### config.mk
export PLATFORM = sky130hd
export DESIGN_NAME = bitslice_alu
export DESIGN_NICKNAME = d
export VERILOG_FILES = /design/src/rtl/bsalu_pkg.sv /design/src/rtl/bsalu_full_add.sv /design/src/rtl/bsalu_slice.sv /design/src/rtl/bitslice_alu.sv
export SDC_FILE = /design/constraint.sdc
export NUM_CORES = 1
export LEC_CHECK = 0
export BUFFER_PORTS_ARGS = -buffer_cell sky130_fd_sc_hd__buf_2
export CAP_MARGIN = 15
export CORE_AREA = 5 5 75 77
export DETAILED_ROUTE_END_ITERATION = 10
export DIE_AREA = 0 0 80 82
export GPL_ROUTABILITY_DRIVEN = 0
export PLACE_DENSITY = 0.83
export SLEW_MARGIN = 20
export SYNTH_ARGS = -nofsm -noshare
export SYNTH_HDL_FRONTEND = slang
export SYNTH_HIERARCHICAL = 1
export SYNTH_SLANG_ARGS = --single-unit
### constraint.sdc
create_clock -name vclk -period 22.2
set_clock_uncertainty 0.05 [all_clocks]
set_input_delay 4.44 -clock vclk [all_inputs]
set_output_delay 4.44 -clock vclk [all_outputs]
set_load 0.01 [all_outputs]
### src/rtl/bsalu_pkg.sv
package bsalu_pkg;
    typedef enum logic [1:0] {
        OP_AND   = 2'b00,
        OP_OR    = 2'b01,
        OP_SUM   = 2'b10,
        OP_CARRY = 2'b11
    } alu_op_e;
endpackage

### src/rtl/bsalu_full_add.sv
module bsalu_full_add (
    input  logic x_i,
    input  logic y_i,
    input  logic c_i,
    output logic s_o,
    output logic c_o
);
    logic half;
    always_comb begin
        half = x_i ^ y_i;
        s_o  = half ^ c_i;
        c_o  = (x_i & y_i) | (half & c_i);
    end
endmodule

### src/rtl/bsalu_slice.sv
module bsalu_slice
    import bsalu_pkg::*;
(
    input  logic       a_i,
    input  logic       b_i,
    input  logic       sub_i,
    input  logic       cin_i,
    input  logic       flag_i,
    input  logic [1:0] op_i,
    output logic       res_o,
    output logic       cout_o
);
    logic    b_eff;
    logic    sum_bit;
    alu_op_e op_sel;

    assign b_eff  = b_i ^ sub_i;
    assign op_sel = alu_op_e'(op_i);

    bsalu_full_add u_fa (
        .x_i (a_i),
        .y_i (b_eff),
        .c_i (cin_i),
        .s_o (sum_bit),
        .c_o (cout_o)
    );

    always_comb begin
        unique case (op_sel)
            OP_AND:   res_o = a_i & b_i;
            OP_OR:    res_o = a_i | b_i;
            OP_SUM:   res_o = sum_bit;
            OP_CARRY: res_o = flag_i;
            default:  res_o = 1'b0;
        endcase
    end
endmodule

### src/rtl/bitslice_alu.sv
module bitslice_alu #(
    parameter int WIDTH = 32
) (
    input  logic [WIDTH-1:0] a_i,
    input  logic [WIDTH-1:0] b_i,
    input  logic [1:0]       op_i,
    input  logic             sub_i,
    output logic [WIDTH-1:0] result_o,
    output logic             carry_o
);
    localparam int CHAIN = WIDTH + 1;

    logic [CHAIN-1:0] chain;
    logic             flag;

    assign chain[0] = sub_i;
    assign flag     = chain[WIDTH] ^ sub_i;
    assign carry_o  = flag;

    for (genvar gi = 0; gi < WIDTH; gi++) begin : g_slice
        logic slice_flag;
        if (gi == 0) begin : g_lsb
            assign slice_flag = flag;
        end else begin : g_upper
            assign slice_flag = 1'b0;
        end
        bsalu_slice u_slice (
            .a_i    (a_i[gi]),
            .b_i    (b_i[gi]),
            .sub_i  (sub_i),
            .cin_i  (chain[gi]),
            .flag_i (slice_flag),
            .op_i   (op_i),
            .res_o  (result_o[gi]),
            .cout_o (chain[gi+1])
        );
    end
endmodule

==> results.py <==
metrics = {
    "outcome": {
        "outcome": "finished, final reports clean",
    },
    "critical_path": {
        "crit_path_max_fanout": 2,
        "cp_data_required_time_ns": 17.71,
        "end_kind": "primary output",
        "crit_path_max_incr_delay_ns": 0.39,
        "critPathArrivalTime_ns": 17.38,
        "cpMostUsedCell": "fa_2",
        "startpoint_type": "input pin",
        "worstSetupPathType": "input pin to primary output",
        "crit_slowest_cell": "fa_1",
    },
    "job": {
        "max_cap_viol_count": 0,
    },
    "routing": {
        "drc": 0,
        "initialDrtViolationCount": 22,
        "ant_nets": 0,
        "num_vias": 1742,
        "routedWlPerCell_um": 13.0,
        "vias_per_cell": 4.72,
        "dr.pass1.iters": 2,
        "wirelength_um": 4780,
    },
    "synthesis": {
        "synth.avg_cell_area_um2": 13.2,
        "ys_types": 6,
        "synth_area_leader_cell": "fa_1",
        "synth-seq-area-share_pct": 0,
        "syn_area_mm2": 0.00213,
        "synth_common_cells": "xor2_1, fa_1, maj3_2, mux2_1, mux2_4",
        "postSynthCellCount": 162,
        "synth.most_common_cell": "xor2_1",
        "yosysWarnings": 6,
        "post-synth-top-area-fraction_pct": 30.0,
        "synth.area.top_cells": "fa_1, mux2_4, maj3_2",
    },
    "sta": {
        "final-max-slew-violation-count": 0,
        "fin_crit_ns": 21.87,
        "setup_viol": 0,
        "worst_slew_pin_slew_ns": 1.05,
        "rsz0062_at_grt": "no",
        "slew-limit-headroom_pct": 29.7,
        "maxClockFrequency_ghz": 0.0457,
        "fin_crit_sh_pct": 98.5,
        "holdWs_ns": 9.33,
        "timing_hold_violations_final": 0,
    },
    "clock_network": {
        "post_cts_buffers": 0,
        "holdBufCountCts": 0,
    },
    "grt": {
        "grt_use_total_pct": 14.3,
        "gr-total-overflow": 0,
        "grt_max_degree": 65,
        "grt_pass1_vias": 1859,
        "grt_pass1_wl_um": 7760,
        "antenna_found_initial": 0,
    },
    "layout": {
        "nNetsFinal": 400,
        "nClkBuffers": 0,
        "syn2layout_area_growth_pct": 37.6,
        "regArea_um2": 0,
        "seq_cell_count": 0,
        "diodes": 0,
        "fin_cells": 369,
        "drive_gt1_share_pct": 63.9,
    },
    "floorplanning": {
        "die_w_um": 80,
        "rows": 26,
        "die_y_um": 82,
        "pin_count": 100,
        "start_util_pct": 43.2,
        "core-area_mm2": 0.00494,
        "die_area_mm2": 0.00656,
    },
    "power_and_ir_drop": {
        "ir_worst_vdd_mv": 0.0137,
        "leakage_nw": 1.38,
        "power_density_mw_per_mm2": 29.9,
    },
    "placed_design": {
        "port_buffers": 100,
        "placed_cells": 369,
    },
    "hold_path": {
        "hold_class": "input pin to primary output",
    },
}
## cell type report
cell class	instances	area (um2)
timing repair buffer	107	553
fill	458	2010
multi-input combinational	192	2300
tap	70	87.6
## where the power goes
part / switching, mW / internal [mW] / total, mW
Combinational: 0.0394 / 0.0485 / 0.0879
Sequential: 0 / 0 / 0
Clock: 0 / 0 / 0
## kinds of logic (layout without fill, tap and decap cells)
group                    Yosys count  in the layout  share of synthesized area (%)
XOR/XNOR                          33             33                           13.5
buffers and inverters              0            107                              0
multiplexers                      64             64                           39.4
adder cells (fa/ha/maj)           64             64                           46.9
other                              1             31                          0.176
## cells in the final DEF, fill, tap and decap left out, drive strengths merged
cell type,instances
conb,31
buf,107
maj3,32
mux2,64
fa,32
xor2,33
## layer usage
| layer | vias to the layer above | wire [um] | GRT usage [%] |
|---|---|---|---|
| li1 | 834 | - | - |
| met2 | 55 | 2690 | 30.3 |
| met1 | 853 | 1770 | 16.4 |
| met3 | 0 | 323 | 0.877 |
| met4 | 0 | 0 | 0 |
| met5 | - | 0 | 0 |
## worst max-delay path: cells and delay by family
kind / cells / cell delay [ns]
mux: 2 / 0.55
buf+inv: 2 / 0.26
fa+ha+maj: 32 / 11.80
xor+xnor: 2 / 0.35
## final timing paths
kind / start / endpoint / slack, ns / cells past startpoint
worst max-delay path: b_i[0] / result_o[0] / 0.33 / 38
worst min-delay path: b_i[18] / result_o[18] / 9.33 / 4
## what timing repair did
item | 4_1_cts | 5_1_grt
resized for setup | 14 | 6
pin swaps | 0 | 0
setup endpoints to repair | 4 | 2
## metrics by stage
stage	setup slack, ns	instance area (um2)	setup TNS (ns)	utilization (%)	power [mW]
floorplan	0.191	2250	0	-	0.0532
global placement	-0.505	2890	-0.986	58.4	0.0834
detailed placement	-0.649	2890	-1.50	58.4	0.0874
CTS	0.0304	2920	0	59.1	0.0889
global route	0.0256	2940	0	59.4	0.0994
finish	0.331	2940	0	59.4	0.0879
Note: power is estimated with default switching activity, not from simulation.
